--- src/rtl/dvfs_pkg.sv ---
package dvfs_pkg;
  typedef logic [1:0] lvl_t;

  localparam int NLVL     = 4;
  localparam int DIV_W    = 3;
  localparam int SRC_W    = 2;
  localparam int HALF_W   = 16;
  localparam int DIV_LSB  = 13;
  localparam int CSEL_LSB = 11;
  localparam int SRC_LSB  = 9;
  localparam int DFS_BIT  = 31;

  localparam logic [7:0] A_STATIC = 8'h00;
  localparam logic [7:0] A_CFG01  = 8'h18;
  localparam logic [7:0] A_CFG23  = 8'h1C;
  localparam logic [7:0] A_MODE   = 8'h24;
  localparam logic [7:0] A_LOAD   = 8'h30;

  function automatic logic [HALF_W-1:0] pack_half(logic [DIV_W-1:0] d, logic [SRC_W-1:0] s);
    logic [HALF_W-1:0] h;
    h = '0;
    h[DIV_LSB +: DIV_W] = d;
    h[SRC_LSB +: SRC_W] = s;
    return h;
  endfunction
endpackage

--- src/rtl/dvfs_cfg_regs.sv ---
module dvfs_cfg_regs
  import dvfs_pkg::*;
(
  input  logic                    clk_i,
  input  logic                    rst_ni,
  input  logic                    we_i,
  input  logic [7:0]              addr_i,
  input  logic [31:0]             wdata_i,
  input  logic                    src_wr_i,
  input  logic [SRC_W-1:0]        src_sel_i,
  input  lvl_t                    cur_lvl_i,
  output logic [31:0]             rdata_o,
  output logic                    dfs_en_o,
  output logic [SRC_W-1:0]        stat_src_o,
  output logic [DIV_W-1:0]        stat_div_o,
  output logic [NLVL*DIV_W-1:0]   lvl_div_o,
  output logic [NLVL*SRC_W-1:0]   lvl_src_o
);
  localparam logic [31:0] CFG01_RST  = {pack_half(3'd1, 2'd0), pack_half(3'd2, 2'd0)};
  localparam logic [31:0] CFG23_RST  = {pack_half(3'd4, 2'd0), pack_half(3'd6, 2'd0)};
  localparam logic [31:0] STATIC_RST = 32'h0000_0004;

  logic [31:0] cfg01_q, cfg23_q, static_q, mode_q;

  always_ff @(posedge clk_i or negedge rst_ni) begin
    if (!rst_ni) begin
      cfg01_q  <= CFG01_RST;
      cfg23_q  <= CFG23_RST;
      static_q <= STATIC_RST;
      mode_q   <= '0;
    end else begin
      if (we_i) begin
        case (addr_i)
          A_STATIC: static_q <= wdata_i;
          A_CFG01:  cfg01_q  <= wdata_i;
          A_CFG23:  cfg23_q  <= wdata_i;
          A_MODE:   mode_q   <= wdata_i;
          default: ;
        endcase
      end
      // broadcast overrides the source bits of a same-cycle bus write
      if (src_wr_i) begin
        cfg01_q[HALF_W+SRC_LSB +: SRC_W] <= src_sel_i;
        cfg01_q[SRC_LSB +: SRC_W]        <= src_sel_i;
        cfg23_q[HALF_W+SRC_LSB +: SRC_W] <= src_sel_i;
        cfg23_q[SRC_LSB +: SRC_W]        <= src_sel_i;
      end
    end
  end

  for (genvar l = 0; l < NLVL; l++) begin : g_lvl
    localparam int HB = (l % 2 == 0) ? HALF_W : 0;
    logic [31:0] word;
    assign word = (l < 2) ? cfg01_q : cfg23_q;
    assign lvl_div_o[l*DIV_W +: DIV_W] = word[HB+DIV_LSB +: DIV_W];
    assign lvl_src_o[l*SRC_W +: SRC_W] = word[HB+SRC_LSB +: SRC_W];
  end

  assign dfs_en_o   = mode_q[DFS_BIT];
  assign stat_src_o = static_q[SRC_W-1:0];
  assign stat_div_o = static_q[SRC_W +: DIV_W];

  always_comb begin
    case (addr_i)
      A_STATIC: rdata_o = static_q;
      A_CFG01:  rdata_o = cfg01_q;
      A_CFG23:  rdata_o = cfg23_q;
      A_MODE:   rdata_o = mode_q;
      A_LOAD:   rdata_o = {30'b0, cur_lvl_i};
      default:  rdata_o = '0;
    endcase
  end
endmodule

--- src/rtl/dvfs_level_match.sv ---
module dvfs_level_match
  import dvfs_pkg::*;
(
  input  logic [NLVL*DIV_W-1:0] lvl_div_i,
  input  logic [DIV_W-1:0]      req_div_i,
  output logic                  hit_o,
  output lvl_t                  hit_lvl_o
);
  // descending scan so the lowest matching level is the one kept
  always_comb begin
    hit_o     = 1'b0;
    hit_lvl_o = '0;
    for (int l = NLVL - 1; l >= 0; l--) begin
      if (lvl_div_i[l*DIV_W +: DIV_W] == req_div_i) begin
        hit_o     = 1'b1;
        hit_lvl_o = lvl_t'(l);
      end
    end
  end
endmodule

--- src/rtl/dvfs_step_seq.sv ---
module dvfs_step_seq
  import dvfs_pkg::*;
#(
  parameter int SETTLE_CYCLES = 20
) (
  input  logic clk_i,
  input  logic rst_ni,
  input  logic dfs_en_i,
  input  logic req_valid_i,
  input  logic hit_i,
  input  lvl_t hit_lvl_i,
  input  logic src_valid_i,
  input  logic load_wr_i,
  input  lvl_t load_val_i,
  output lvl_t cur_lvl_o,
  output logic busy_o,
  output logic err_o
);
  localparam int CNT_W = $clog2(SETTLE_CYCLES + 1);

  logic [CNT_W-1:0] cnt_q;

  always_ff @(posedge clk_i or negedge rst_ni) begin
    if (!rst_ni) begin
      cur_lvl_o <= '0;
      busy_o    <= 1'b0;
      err_o     <= 1'b0;
      cnt_q     <= '0;
    end else begin
      err_o <= 1'b0;
      if (busy_o) begin
        if (cnt_q == '0) begin
          cur_lvl_o <= 2'd0;
          busy_o    <= 1'b0;
        end else begin
          cnt_q <= cnt_q - 1'b1;
        end
      end else begin
        if (src_valid_i && dfs_en_i) err_o <= 1'b1;
        if (req_valid_i) begin
          if (!dfs_en_i || !hit_i) begin
            err_o <= 1'b1;
          end else if (hit_lvl_i == 2'd0 && cur_lvl_o[1]) begin
            cur_lvl_o <= 2'd1;
            busy_o    <= 1'b1;
            cnt_q     <= CNT_W'(SETTLE_CYCLES - 1);
          end else begin
            cur_lvl_o <= hit_lvl_i;
          end
        end else if (load_wr_i) begin
          cur_lvl_o <= load_val_i;
        end
      end
    end
  end
endmodule

--- src/rtl/dvfs_level_ctrl.sv ---
module dvfs_level_ctrl
  import dvfs_pkg::*;
#(
  parameter int SETTLE_CYCLES = 20
) (
  input  logic        clk_i,
  input  logic        rst_ni,
  input  logic        bus_we_i,
  input  logic [7:0]  bus_addr_i,
  input  logic [31:0] bus_wdata_i,
  output logic [31:0] bus_rdata_o,
  input  logic        req_valid_i,
  input  logic [2:0]  req_div_i,
  input  logic        src_valid_i,
  input  logic [1:0]  src_sel_i,
  output logic [1:0]  act_src_o,
  output logic [2:0]  act_div_o,
  output logic        busy_o,
  output logic        err_o
);
  logic                  dfs_en, hit;
  lvl_t                  hit_lvl, cur_lvl;
  logic [SRC_W-1:0]      stat_src;
  logic [DIV_W-1:0]      stat_div;
  logic [NLVL*DIV_W-1:0] lvl_div;
  logic [NLVL*SRC_W-1:0] lvl_src;
  logic                  src_wr, load_wr;

  assign src_wr  = src_valid_i && !dfs_en && !busy_o;
  assign load_wr = bus_we_i && (bus_addr_i == A_LOAD);

  dvfs_cfg_regs u_regs (
    .clk_i      (clk_i),
    .rst_ni     (rst_ni),
    .we_i       (bus_we_i),
    .addr_i     (bus_addr_i),
    .wdata_i    (bus_wdata_i),
    .src_wr_i   (src_wr),
    .src_sel_i  (src_sel_i),
    .cur_lvl_i  (cur_lvl),
    .rdata_o    (bus_rdata_o),
    .dfs_en_o   (dfs_en),
    .stat_src_o (stat_src),
    .stat_div_o (stat_div),
    .lvl_div_o  (lvl_div),
    .lvl_src_o  (lvl_src)
  );

  dvfs_level_match u_match (
    .lvl_div_i (lvl_div),
    .req_div_i (req_div_i),
    .hit_o     (hit),
    .hit_lvl_o (hit_lvl)
  );

  dvfs_step_seq #(.SETTLE_CYCLES(SETTLE_CYCLES)) u_seq (
    .clk_i       (clk_i),
    .rst_ni      (rst_ni),
    .dfs_en_i    (dfs_en),
    .req_valid_i (req_valid_i),
    .hit_i       (hit),
    .hit_lvl_i   (hit_lvl),
    .src_valid_i (src_valid_i),
    .load_wr_i   (load_wr),
    .load_val_i  (bus_wdata_i[1:0]),
    .cur_lvl_o   (cur_lvl),
    .busy_o      (busy_o),
    .err_o       (err_o)
  );

  always_comb begin
    if (dfs_en) begin
      act_src_o = lvl_src[int'(cur_lvl)*SRC_W +: SRC_W];
      act_div_o = lvl_div[int'(cur_lvl)*DIV_W +: DIV_W];
    end else begin
      act_src_o = stat_src;
      act_div_o = stat_div;
    end
  end
endmodule

--- config.mk ---
export PLATFORM = sky130hd
export DESIGN_NAME = dvfs_level_ctrl
export DESIGN_NICKNAME = d
export VERILOG_FILES = /design/src/rtl/dvfs_pkg.sv /design/src/rtl/dvfs_cfg_regs.sv /design/src/rtl/dvfs_level_match.sv /design/src/rtl/dvfs_step_seq.sv /design/src/rtl/dvfs_level_ctrl.sv
export SDC_FILE = /design/constraint.sdc
export NUM_CORES = 1
export LEC_CHECK = 0
export BUFFER_PORTS_ARGS = -buffer_cell sky130_fd_sc_hd__buf_2
export CORE_MARGIN = 8
export CORE_UTILIZATION = 55
export DETAILED_ROUTE_END_ITERATION = 12
export PLACE_DENSITY = 0.83
export SYNTH_ARGS = -nofsm -noshare
export SYNTH_HDL_FRONTEND = slang
export SYNTH_SLANG_ARGS = --single-unit
--- constraint.sdc ---
create_clock -name clk_i -period 2.1 [get_ports clk_i]
set_clock_uncertainty 0.05 [all_clocks]
set_input_delay 0.21 -clock clk_i [delete_from_list [all_inputs] [get_ports clk_i]]
set_output_delay 0.21 -clock clk_i [all_outputs]
set_load 0.005 [all_outputs]
; ---- After elaboration in Yosys (flattened, before gate mapping)
; Cells that the tools add are included.
[totals]
register_bits = 137
out_inout_bits = 39
[op_classes]
add_sub_neg = 1
mul = 1
eq_ne = 12
shifts = 2
mux = 39
n_reduce_logical = 26
[ops]
columns = cell, n
row1 = case mux 32 bit (5 select lines), 1
row2 = two-way mux 27 bit, 4
row3 = two-way mux 2 bit, 15
row4 = two-way mux 5 bit, 5
row5 = "equality test 8 x 5 -> 1 bit, second input constant", 2
row6 = "equality test 8 x 6 -> 1 bit, second input constant", 2
row7 = two-way mux 1 bit, 13
row8 = equality test 3 bit, 4
row9 = AND reduction 2 bit, 6
row10 = variable part select 12 x 5 -> 3 bit, 1
row11 = nonzero test 2 bit, 5
row12 = logical NOT 8 bit, 1
row13 = variable part select 8 x 4 -> 2 bit, 1
row14 = logical AND 1 bit, 5
row15 = logical NOT 5 bit, 1
row16 = "subtractor 5 x 1 -> 5 bit, second input constant", 1
row17 = "multiplier 2 x 2 -> 4 bit, second input constant", 1
row18 = "!= test 2 bit, second input constant", 2
row19 = AND reduction 4 bit, 1
row20 = logical NOT 1 bit, 3
row21 = two-way mux 3 bit, 1
row22 = "!= test 3 x 2 -> 1 bit, second input constant", 1
row23 = AND reduction 3 bit, 1
row24 = nonzero test 3 bit, 1
row25 = other kinds (3), 3

; ---- Logic depth before layout (Yosys ltp)
; Gate-level depths: netlist of the first run.
[logic_depth]
ltp_word = 11
mapped_depth = 7

; ---- By module
; A second synthesis of the first run with hierarchy kept.
[hier_totals]
cells_unflattened = 666
hier_area_um2 = 6713.9
[by_module_without_submodules]
columns = mod, instances, cells_each, area_per_inst_um2
row1 = dvfs_cfg_regs, 1, 570, 5821.8
row2 = dvfs_step_seq, 1, 47, 500.5
row3 = dvfs_level_ctrl, 1, 27, 229.0
row4 = dvfs_level_match, 1, 22, 162.7

; ---- Worst setup path after synthesis of the first run
; Ideal clock, no wire load.
[synth_path]
kind = input to register
start = input port bus_addr_i[7]
end = register u_regs.static_q[10]
arrival_time_ns = 1.701
required_ns = 1.925
path_slack_ns = 0.223
stages = 6
path_buffers = 2
cell_sequence = nor4_4 -> nand2b_2 -> or4b_1 -> buf_2 -> buf_6 -> mux2_4
[synth_between]
elab_chain_cells = 2
[synth_rtl]
columns = item, line_no
row1 = start: declaration, dvfs_level_ctrl.sv:9  ; input logic [7:0] bus_addr_i,
row2 = logical NOT 8 bit, dvfs_cfg_regs.sv:33  ; case (addr_i)
row3 = AND reduction 2 bit (no source line), -
row4 = end signal: assignment, dvfs_cfg_regs.sv:34  ; A_STATIC: static_q <= wdata_i;
row5 = end: declaration, dvfs_cfg_regs.sv:23  ; logic [31:0] cfg01_q, cfg23_q, static_q, mode_q;
; No other way between the ends.
; A chain may end at the register's enable or synchronous reset.

; ---- Final worst setup path of the first run
[layout_path]
start = register u_seq.cur_lvl_o[0]
end = output port act_src_o[1]
[layout_between]
elab_chain_cells = 2
[layout_rtl]
columns = item, line_no
row1 = start: declaration, dvfs_step_seq.sv:15  ; output lvl_t cur_lvl_o,
row2 = start signal: assignment, dvfs_step_seq.sv:48  ; cur_lvl_o <= hit_lvl_i;
row3 = start signal: assignment, dvfs_step_seq.sv:51  ; cur_lvl_o <= load_val_i;
row4 = variable part select 8 x 4 -> 2 bit, dvfs_level_ctrl.sv:73  ; act_src_o = lvl_src[int'(cur_lvl)*SRC_W +: SRC_W];
row5 = two-way mux 2 bit, dvfs_level_ctrl.sv:72  ; if (dfs_en) begin
row6 = end: declaration, dvfs_level_ctrl.sv:16  ; output logic [1:0] act_src_o,
; No other way between the ends.

==> reports/metrics.yaml, run 1 <==
status:
  status: "finished with violations"
  failed_checks: "setup timing"
worst_setup_path:
  cp-end-kind: "output port"
  required_ps: 1840
  crit_fanout: 6
  critPathKind: "reg2out"
  worst-path-buf-inv: 1
  critPathTopFamily: "multiplexers"
  critPathMaxStageDelay_ps: 530
  cp-start-kind: "flop"
  cp_cell_sequence: "mux4_2, mux2_4, buf_6"
  cp_slowest_cell: "mux4_2"
  worstPathArrival_ps: 1840
power:
  clockPowerShare_pct: 46.2
  switching_share_pct: 23.7
  vdd_drop_max_mv: 0.503
  p_per_area_mw_per_mm2: 763
  seqPwrFrac_pct: 44.5
  intPower_uw: 4970
  p_sw_uw: 1540
  power.leakage_uw: 0.00430
  power_frac_comb_pct: 9.4
synthesis:
  syn-cell-area_mm2: 0.00666
  yosysWarnings: 0
  synth_top_area_cell: "dfrtp_1"
  async_flop_share_pct: 100
  syn_avg_cell_area_um2: 11.7
  ys_ff_latch: 137
  yosys.cell_count.top_type: "dfrtp_1"
  synth_edf_count: 0
  yosysUniqueCellTypes: 48
  synthTopCellsByArea: "dfrtp_1, mux2_2, mux2_4"
  synth_top_area_share_pct: 49.2
  yosysSeqAreaShare_pct: 51.6
  netlist_top_cells_count: "dfrtp_1, nand2_1, mux2_2"
  synth.net_count: 620
  ys_dominant_reg_cell: "dfrtp_1"
  synthCells: 568
global_routing:
  gr-total-overflow: 0
  grt_usage_pct: 23.6
  grt_pass1_vias: 5656
  grt_max_degree: 65
  grt_pass1_wl_um: 29500
  antenna_found_initial: 1
cts:
  root_buffer: "clkbuf_16"
  path_clk_slew_ps: 60
  clk_latency_ps: 430
  numCtsBuffers: 17
  cts_tree: "done"
  htree_levels: 4
  numClockSinks: 137
  clockBufferDepth: 2
place:
  dp.cells: 798
  dp_slack_ps: -67.8
  dpl_cell_area_mm2: 0.00748
  gp_congestion: 0.874
  portBuffers: 88
  place_hpwl_um: 11800
floorplanning:
  start_util_pct: 55.9
  ios: 89
  die_h_um: 126
  die-area_mm2: 0.0159
  rows: 40
  dieWidth_um: 126
  core_mm2: 0.0119
routing:
  drc: 0
  drtAntennaViolNets: 0
  avgRoutedWirePerCell_um: 21.3
  routed_wl_um: 18500
  first_pass_iters: 6
  vias: 5283
  drt_iter0_drc: 629
  viasPerCell: 6.10
timing:
  tightest_slew_ps: 631
  setup_viol: 1
  setup_ws_ps: -1.00
  maxSlewViolCount: 0
  rsz0062_at_grt: "true"
  clock.fmax_mhz: 476
  fin_setup_tns_ps: -1.00
  hold_viol: 0
  fin_crit_ps: 2100
  period_share_pct: 100
  maxSlewHeadroom_pct: 57.9
  hold_slack_ps: 18.6
layout:
  area_growth_syn_to_layout_pct: 28.1
  fill_cells: 763
  final_area_mm2: 0.00853
  drive_gt1_share_pct: 39.0
  multi_input_area_mm2: 0.00312
  nNetsFinal: 757
  stdcell_count: 866
  regArea_mm2: 0.00344
job:
  cap_viol_max_count: 0
hold_path:
  hold_path.class: "in2reg"
per-stage QoR:
stage	power, µW	util, %
after detailed placement	3450	62.8
final	6510	71.6
after global routing	6700	71.6
after global placement	3410	62.8
after CTS	6510	70.8
after floorplan	3190	-
cells in the final DEF (no fill, tap or decap), drive strengths merged, types with 2 or more instances in the layout:
| master | count |
|---|---|
| clkbuf | 22 |
| o21ai | 35 |
| bufinv | 2 |
| o41ai | 2 |
| mux2 | 97 |
| clkinvlp | 3 |
| a22oi | 29 |
| dfstp | 6 |
| a21oi | 12 |
| nand3 | 6 |
| nand4 | 2 |
| nand2 | 102 |
| o22ai | 3 |
| buf | 124 |
| xor2 | 3 |
| dfrtp | 131 |
| ha | 2 |
| a31oi | 5 |
| inv | 7 |
| nor2 | 14 |
| or4b | 2 |
| mux2i | 36 |
| nor3 | 4 |
| nor4 | 3 |
| dlygate4sd3 | 28 |
| a41oi | 2 |
| xnor2 | 9 |
| mux4 | 5 |
| clkinv | 6 |
routing by layer:
layer / share of wire [%] / GRT usage, %
met1: 41 / 28.7
met2: 50 / 38.9
met3: 6.4 / 5.61
met4: 2.8 / 11.3
met5: 0 / 0
cell families after synthesis:
group / after synthesis / share of synthesized area [%]
AND/OR/NAND/NOR: 140 / 9.13
multiplexers: 138 / 25.2
flip-flops: 137 / 51.6
AO/OA/AOI/OAI: 97 / 9.37
buffers and inverters: 42 / 2.78
XOR/XNOR: 12 / 1.58
adder cells (fa/ha/maj): 2 / 0.376
layout make-up:
cell class | instances | area share [%]
Tap cell | 147 | 2.16
Clock buffer | 21 | 5.63
Antenna cell | 1 | 0.0293
Multi-Input combinational cell | 389 | 36.5
Clock inverter | 11 | 1.41
Timing Repair Buffer | 153 | 13.6
Sequential cell | 137 | 40.3
Inverter | 7 | 0.308
flip-flops by register name (all words and copies together) (netlist names):
register / count
u_regs.cfg01_q: 32
u_regs.cfg23_q: 32
u_regs.mode_q: 32
u_regs.static_q: 32
u_seq.cnt_q: 5
u_seq.cur_lvl_o: 2
u_seq.busy_o: 1
u_seq.err_o: 1
repair_timing:
action                     in CTS  in global routing
gates resized for setup        11                 24
setup buffers                   3                  3
gates cloned                    1                  1
setup endpoints to repair      13                 35
hold buffers                   28                  0
pin swaps                       1                  3
hold endpoints to repair       86                  0
power groups by stage:
stage	logic, µW	registers (µW)	clock network [µW]
2_1_floorplan	308	2880	0
3_3_place_gp	488	2930	0
3_5_place_dp	515	2940	0
4_1_cts	596	2890	3030
5_1_grt	664	2910	3130
6_report	610	2900	3010
path summary, 6_finish.rpt:
kind	endpoint	depth (start not counted)	from	slack (ps)
hold reg to reg	u_regs.cfg01_q[24]	2	u_regs.cfg01_q[24]	410
min in group asynchronous	u_regs.cfg23_q[4]	2	rst_ni	280
hold / removal	u_regs.static_q[10]	2	bus_wdata_i[10]	20
setup / recovery	act_src_o[1]	3	u_seq.cur_lvl_o[0]	-1
setup reg to reg	u_seq.cur_lvl_o[0]	5	u_regs.cfg01_q[29]	80
max in group asynchronous	u_seq.cur_lvl_o[1]	3	rst_ni	960
Power figures use the tool's default switching activity.
==> run 2, diff against run 1 <==
--- a/config.mk
+++ b/config.mk
@@ -5,11 +5,14 @@
 export SDC_FILE = /design/constraint.sdc
 export NUM_CORES = 1
 export LEC_CHECK = 0
+export ABC_AREA = 1
 export BUFFER_PORTS_ARGS = -buffer_cell sky130_fd_sc_hd__buf_2
+export CELL_PAD_IN_SITES_DETAIL_PLACEMENT = 2
+export CELL_PAD_IN_SITES_GLOBAL_PLACEMENT = 2
 export CORE_MARGIN = 8
-export CORE_UTILIZATION = 55
+export CORE_UTILIZATION = 35
 export DETAILED_ROUTE_END_ITERATION = 12
-export PLACE_DENSITY = 0.83
+export PLACE_DENSITY = 0.86
 export SYNTH_ARGS = -nofsm -noshare
 export SYNTH_HDL_FRONTEND = slang
 export SYNTH_SLANG_ARGS = --single-unit
==> run 2 against run 1 <==
  * The run now ends clean
  * Count of clock-buffer cells in the layout down 3
  * Routed wire length up 31%
  * Core utilization down 28 points
  * Sequential cell count unchanged
  * Largest cell class unchanged
  * Combinational power up 3%
  * Synthesized cell count up 39%
  * Sequential share of layout area up 1.4 points
==> reports/metrics.yaml, run 2 <==
timing:
  hold_viol: 0
  setup_viol: 0
  tightest_slew_ps: 460
  maxSlewViolCount: 0
  fin_crit_ps: 2020
  setup_ws_ps: 82.2
  period_share_pct: 96.1
  clock.fmax_mhz: 496
  maxSlewHeadroom_pct: 69.3
place:
  place_hpwl_um: 15900
  dp_slack_ps: 93.6
  dpl_cell_area_mm2: 0.00751
  portBuffers: 88
  gp_congestion: 0.768
floorplanning:
  dieWidth_um: 154
  ios: 89
  die-area_mm2: 0.0239
  die_h_um: 154
  core_mm2: 0.0188
  start_util_pct: 35.7
  rows: 50
layout:
  regArea_mm2: 0.00344
  area_growth_syn_to_layout_pct: 22.8
  layout_common_cells: "nand2_1, dfrtp_1, buf_2, inv_1, o21ai_1"
  nNetsFinal: 951
  fill_cells: 2111
  utilization_pct: 43.9
  drive_gt1_share_pct: 24.7
  final_area_mm2: 0.00824
  diodes: 0
  final_common_cell: "nand2_1"
  multi_input_area_mm2: 0.00276
global_routing:
  grt_max_degree: 56
  antenna_found_initial: 0
  grt_usage_pct: 20.4
  grt_pass1_wl_um: 38400
  grt_pass1_vias: 7024
  gr-total-overflow: 0
power:
  clockPowerShare_pct: 46.4
  power.leakage_uw: 0.00406
  seqPwrFrac_pct: 44.1
  power_frac_comb_pct: 9.5
  p_sw_uw: 1800
  vdd_drop_max_mv: 0.695
  p_per_area_mw_per_mm2: 800
  switching_share_pct: 27.2
  intPower_uw: 4800
cts:
  clk_latency_ps: 430
  numCtsBuffers: 17
  cts_tree: "done"
  htree_levels: 4
  path_clk_slew_ps: 60
  clockBufferDepth: 2
  root_buffer: "clkbuf_16"
  numClockSinks: 137
worst_setup_path:
  r2r_slack_ps: 240
  crit_fanout: 8
  critPathKind: "reg2out"
  worstPathArrival_ps: 1760
  cp-end-kind: "output port"
  required_ps: 1840
  cp-start-kind: "flop"
synthesis:
  yosys.area_share.simple_pct: 22.8
  netlist_top_cells_count: "nand2_1, dfrtp_1, inv_1"
  yosysUniqueCellTypes: 37
  synth_compound_area_share_pct: 16.5
  synthCells: 792
  yosys.cell_count.top_type: "nand2_1"
  synth_edf_count: 0
  synth_top_area_share_pct: 48.9
  ys_ff_latch: 137
  synthTopCellsByArea: "dfrtp_1, nand2_1, o21ai_2"
  syn-cell-area_mm2: 0.00671
  synth.area.mux_share_pct: 0
  synth_top_family_by_area: "simple AND/OR/NAND/NOR gates"
  yosysSeqAreaShare_pct: 51.2
  ys_dominant_reg_cell: "dfrtp_1"
  async_flop_share_pct: 100
  synthXorXnorAreaFrac_pct: 1.31
  synth_top_area_cell: "dfrtp_1"
  synth_fa_ha_area_share_pct: 0.373
  yosysWarnings: 0
  syn_avg_cell_area_um2: 8.47
  synth.net_count: 844
routing:
  avgRoutedWirePerCell_um: 21.1
  routed_wl_um: 24200
  drtAntennaViolNets: 0
  drc: 0
  viasPerCell: 5.26
  vias: 6031
  first_pass_iters: 4
  drt_iter0_drc: 234
job:
  cap_viol_max_count: 0
hold_path:
  hold_path.class: "in2reg"
status:
  status: "complete, no violations"
[run 2: changes by cell type after synthesis, sizes merged, moves of 5 or more]
cell,change
o2111ai,+11
a22oi,-29
inv,+61
clkbuf,-18
o211ai,+5
mux2,-97
nand2,+192
o21ai,+105
nand3,+8
mux4,-5
mux2i,-36
nand4,+19
nor2,+7
buf,+21
[run 2: power groups by stage]
stage	logic, µW	clock network [µW]	registers [µW]
6_report	626	3060	2910
5_1_grt	705	3210	2920
4_1_cts	608	3120	2910
3_5_place_dp	583	0	2950
3_3_place_gp	547	0	2940
2_1_floorplan	339	0	2900
[run 2: final cells by class]
type / count / area share, %
Clock buffer: 18 / 5.21
Clock inverter: 14 / 1.99
Inverter: 69 / 3.14
Multi-Input combinational cell: 548 / 33.5
Sequential cell: 137 / 41.7
Tap cell: 234 / 3.55
Timing Repair Buffer: 126 / 10.9
[run 2: critical path: stages, from the launching register on]
cell and delay [ps]:
dfrtp_2 440, buf_4 180, a21oi_1 180, o21ai_0 150, a31oi_2 230, buf_2 150
[run 2: logic make-up (layout without fill, tap and decap cells)]
family          Yosys count  in the layout
fa+ha+maj                 2              2
simple gates            358            358
buf+inv                 107            227
xor+xnor                 10             10
flops                   137            137
compound gates          178            178
[run 2: path summary, 6_finish.rpt]
check / from / endpoint / cells past startpoint
setup / recovery: u_seq.cur_lvl_o[0] / act_div_o[0] / 5
hold / removal: bus_wdata_i[29] / u_regs.cfg23_q[29] / 3
setup reg to reg: u_seq.busy_o / u_regs.cfg23_q[25] / 6
hold reg to reg: u_regs.mode_q[7] / u_regs.mode_q[7] / 2
max in group asynchronous: rst_ni / u_regs.static_q[2] / 3
min in group asynchronous: rst_ni / u_seq.cnt_q[2] / 2
[run 2: routing by layer]
layer | wire (µm) | track usage (%)
met1 | 10200 | 23.2
met5 | 0 | 0
met4 | 332 | 6.35
met2 | 12900 | 37.6
met3 | 762 | 4.15
[run 2: through the flow]
step | setup TNS, ps | hold WS [ps] | total power, µW | std cells
CTS | 0 | 1.35 | 6640 | 1139
detailed placement | 0 | 125 | 3530 | 1102
floorplan | 0 | -136 | 3240 | 792
global route | -12.9 | 18.1 | 6840 | 1146
finish | 0 | 10.9 | 6590 | 1146
global placement | 0 | 123 | 3490 | 1102
[run 2: repair_timing]
item,CTS,global route
buffers inserted,0,6
pin swaps,0,1
hold buffers,5,0
setup endpoints to repair,3,4
resized for setup,3,4
hold endpoints to repair,45,0
cloned,0,1
==> run 3, diff against run 2 <==
--- a/config.mk
+++ b/config.mk
@@ -9,10 +9,10 @@
 export BUFFER_PORTS_ARGS = -buffer_cell sky130_fd_sc_hd__buf_2
 export CELL_PAD_IN_SITES_DETAIL_PLACEMENT = 2
 export CELL_PAD_IN_SITES_GLOBAL_PLACEMENT = 2
-export CORE_MARGIN = 8
 export CORE_UTILIZATION = 35
 export DETAILED_ROUTE_END_ITERATION = 12
 export PLACE_DENSITY = 0.86
+export SLEW_MARGIN = 20
 export SYNTH_ARGS = -nofsm -noshare
 export SYNTH_HDL_FRONTEND = slang
 export SYNTH_SLANG_ARGS = --single-unit
==> run 3 against run 2 <==
  * Power rose by 0.88%
  * Final cell count barely moved
  * Routed wire length is 1.2% lower
  * Highest routed layer unchanged
  * Die area is 17% lower
  * Largest power group unchanged
  * Sequential cell count did not move
  * Non-clock buffer count is 1 higher
  * Count of clock-buffer cells in the layout grew 5
  * Setup slack worse by 16 ps
  * Core utilization is 0.17 points lower
==> reports/metrics.yaml, run 3 (synthesis results as in run 2) <==
floorplanning:
  start_util_pct: 35.7
  core_mm2: 0.0188
  die_h_um: 140
  rows: 50
  ios: 89
  dieWidth_um: 140
  die-area_mm2: 0.0197
worst_setup_path:
  regToRegEndpoint: "u_regs.cfg01_q[26]"
  worstPathArrival_ps: 1770
  r2r_cells: 6
  cp-end-kind: "output port"
  reg2reg_from: "u_regs.mode_q[31]"
  cp_slowest_cell: "or2_4"
  setup.worst_path.start: "bus_addr_i[1]"
  required_ps: 1840
  critPathKind: "in2out"
  cp-start-kind: "input pin"
  cp_cell_sequence: "buf_2, or2_4, nor3_2, nand4_1, inv_4, nand2_1, nand2_1, a21oi_1, o211ai_1, buf_2"
  crit_fanout: 8
  critPathMaxStageDelay_ps: 270
  r2r_slack_ps: 320
layout:
  layout_common_cells: "nand2_1, dfrtp_1, buf_2, o21ai_1, inv_1"
  multi_input_area_mm2: 0.00275
  drive_gt1_share_pct: 23.9
  area_growth_syn_to_layout_pct: 22.4
  final_area_mm2: 0.00821
  nNetsFinal: 952
  utilization_pct: 43.7
  regArea_mm2: 0.00344
  diodes: 0
  final_common_cell: "nand2_1"
  fill_cells: 2138
power:
  clockPowerShare_pct: 47.0
  power_uw: 6650
  switching_share_pct: 24.8
  power_frac_comb_pct: 9.2
  intPower_uw: 5000
  power.leakage_uw: 0.00404
  p_per_area_mw_per_mm2: 810
  vdd_drop_max_mv: 0.619
  p_sw_uw: 1650
  seqPwrFrac_pct: 43.8
hold_path:
  hold_path_end: "u_seq.err_o"
  hp-start: "src_valid_i"
  hold_path.class: "in2reg"
  hold_path_depth: 3
cts:
  htree_levels: 4
  cts_tree: "done"
  numCtsBuffers: 17
  root_buffer: "clkbuf_16"
  numClockSinks: 137
  clockBufferDepth: 2
  clk_latency_ps: 420
  path_clk_slew_ps: 60
routing:
  vias: 6117
  first_pass_iters: 4
  avgRoutedWirePerCell_um: 20.8
  drt_iter0_drc: 279
  drc: 0
  drtAntennaViolNets: 0
  routed_wl_um: 23900
  viasPerCell: 5.33
job:
  cap_viol_max_count: 0
global_routing:
  gr-total-overflow: 0
  antenna_found_initial: 0
  grt_pass1_wl_um: 38900
  grt_usage_pct: 25.9
  grt_max_degree: 53
  grt_pass1_vias: 6910
timing:
  hold_slack_ps: 29.2
  setup_viol: 0
  maxSlewViolCount: 0
  period_share_pct: 96.8
  tightest_slew_ps: 926
  rsz0062_at_grt: "true"
  fin_crit_ps: 2030
  hold_viol: 0
  clock.fmax_mhz: 492
  maxSlewHeadroom_pct: 38.2
  fin_setup_tns_ps: 0
place:
  portBuffers: 88
  gp_congestion: 0.795
  place_hpwl_um: 15400
  dpl_cell_area_mm2: 0.00748
status:
  status: "complete, no violations"
run 3: changes by cell type in the layout (fill, tap and decap cells not counted), moves of 2 or more:
cell / before / now
clkbuf_1: 1 / 6
inv_6: 4 / 0
clkinv_2: 1 / 4
clkinv_4: 3 / 0
buf_12: 11 / 9
buf_4: 21 / 23
bufinv_16: 2 / 4
dlygate4sd3_1: 5 / 7
inv_8: 2 / 0
run 3: power by group through the flow:
| stage | clock, µW | combinational, µW | sequential (µW) |
|---|---|---|---|
| floorplan | 0 | 339 | 2900 |
| finish | 3130 | 613 | 2910 |
| global route | 3280 | 691 | 2930 |
| global placement | 0 | 544 | 2940 |
| detailed placement | 0 | 575 | 2950 |
| CTS | 3190 | 606 | 2910 |
run 3: how the worst max path moves through the flow:
stage | to | slack [ps] | cells past startpoint
4_1_cts | bus_rdata_o[19] | 30 | 10
3_3_place_gp | bus_rdata_o[22] | 190 | 9
2_1_floorplan | u_seq.cnt_q[0] | 600 | 10
6_report | bus_rdata_o[1] | 70 | 10
3_5_place_dp | bus_rdata_o[29] | 110 | 9
5_1_grt | act_div_o[2] | -20 | 5
run 3: routing by layer:
metal	share of wire [%]	global-route usage, %	up-vias	wire [µm]
met1	43	31.1	3134	10100
met5	0	0	-	0
li1	-	-	2808	-
met4	2.4	10.8	0	561
met2	52	45.8	133	12400
met3	3.3	4.55	42	790
run 3: final cells by class:
| cell class | instances | area share (%) |
|---|---|---|
| Clock buffer | 23 | 5.46 |
| Clock inverter | 9 | 1.80 |
| Inverter | 69 | 3.23 |
| Multi-Input combinational cell | 548 | 33.5 |
| Sequential cell | 137 | 41.9 |
| Tap cell | 234 | 3.57 |
| Timing Repair Buffer | 127 | 10.6 |
run 3: what timing repair did:
action,CTS,global route
gates resized for setup,2,4
endpoints found under the setup margin,2,9
hold buffers,7,0
buffers inserted,0,5
pin swaps,0,1
endpoints found under the hold margin,46,0
run 3: critical path, delay by kind of cell:
kind | cells | cell delay, ps
simple gates | 5 | 830
compound gates | 2 | 240
buf+inv | 3 | 480
run 3: per-stage QoR:
| step | std cells | worst slack, ps |
|---|---|---|
| global placement | 1103 | 186 |
| CTS | 1142 | 26.4 |
| global route | 1147 | -17.5 |
| finish | 1147 | 66.5 |
| detailed placement | 1103 | 114 |
| floorplan | 792 | 597 |
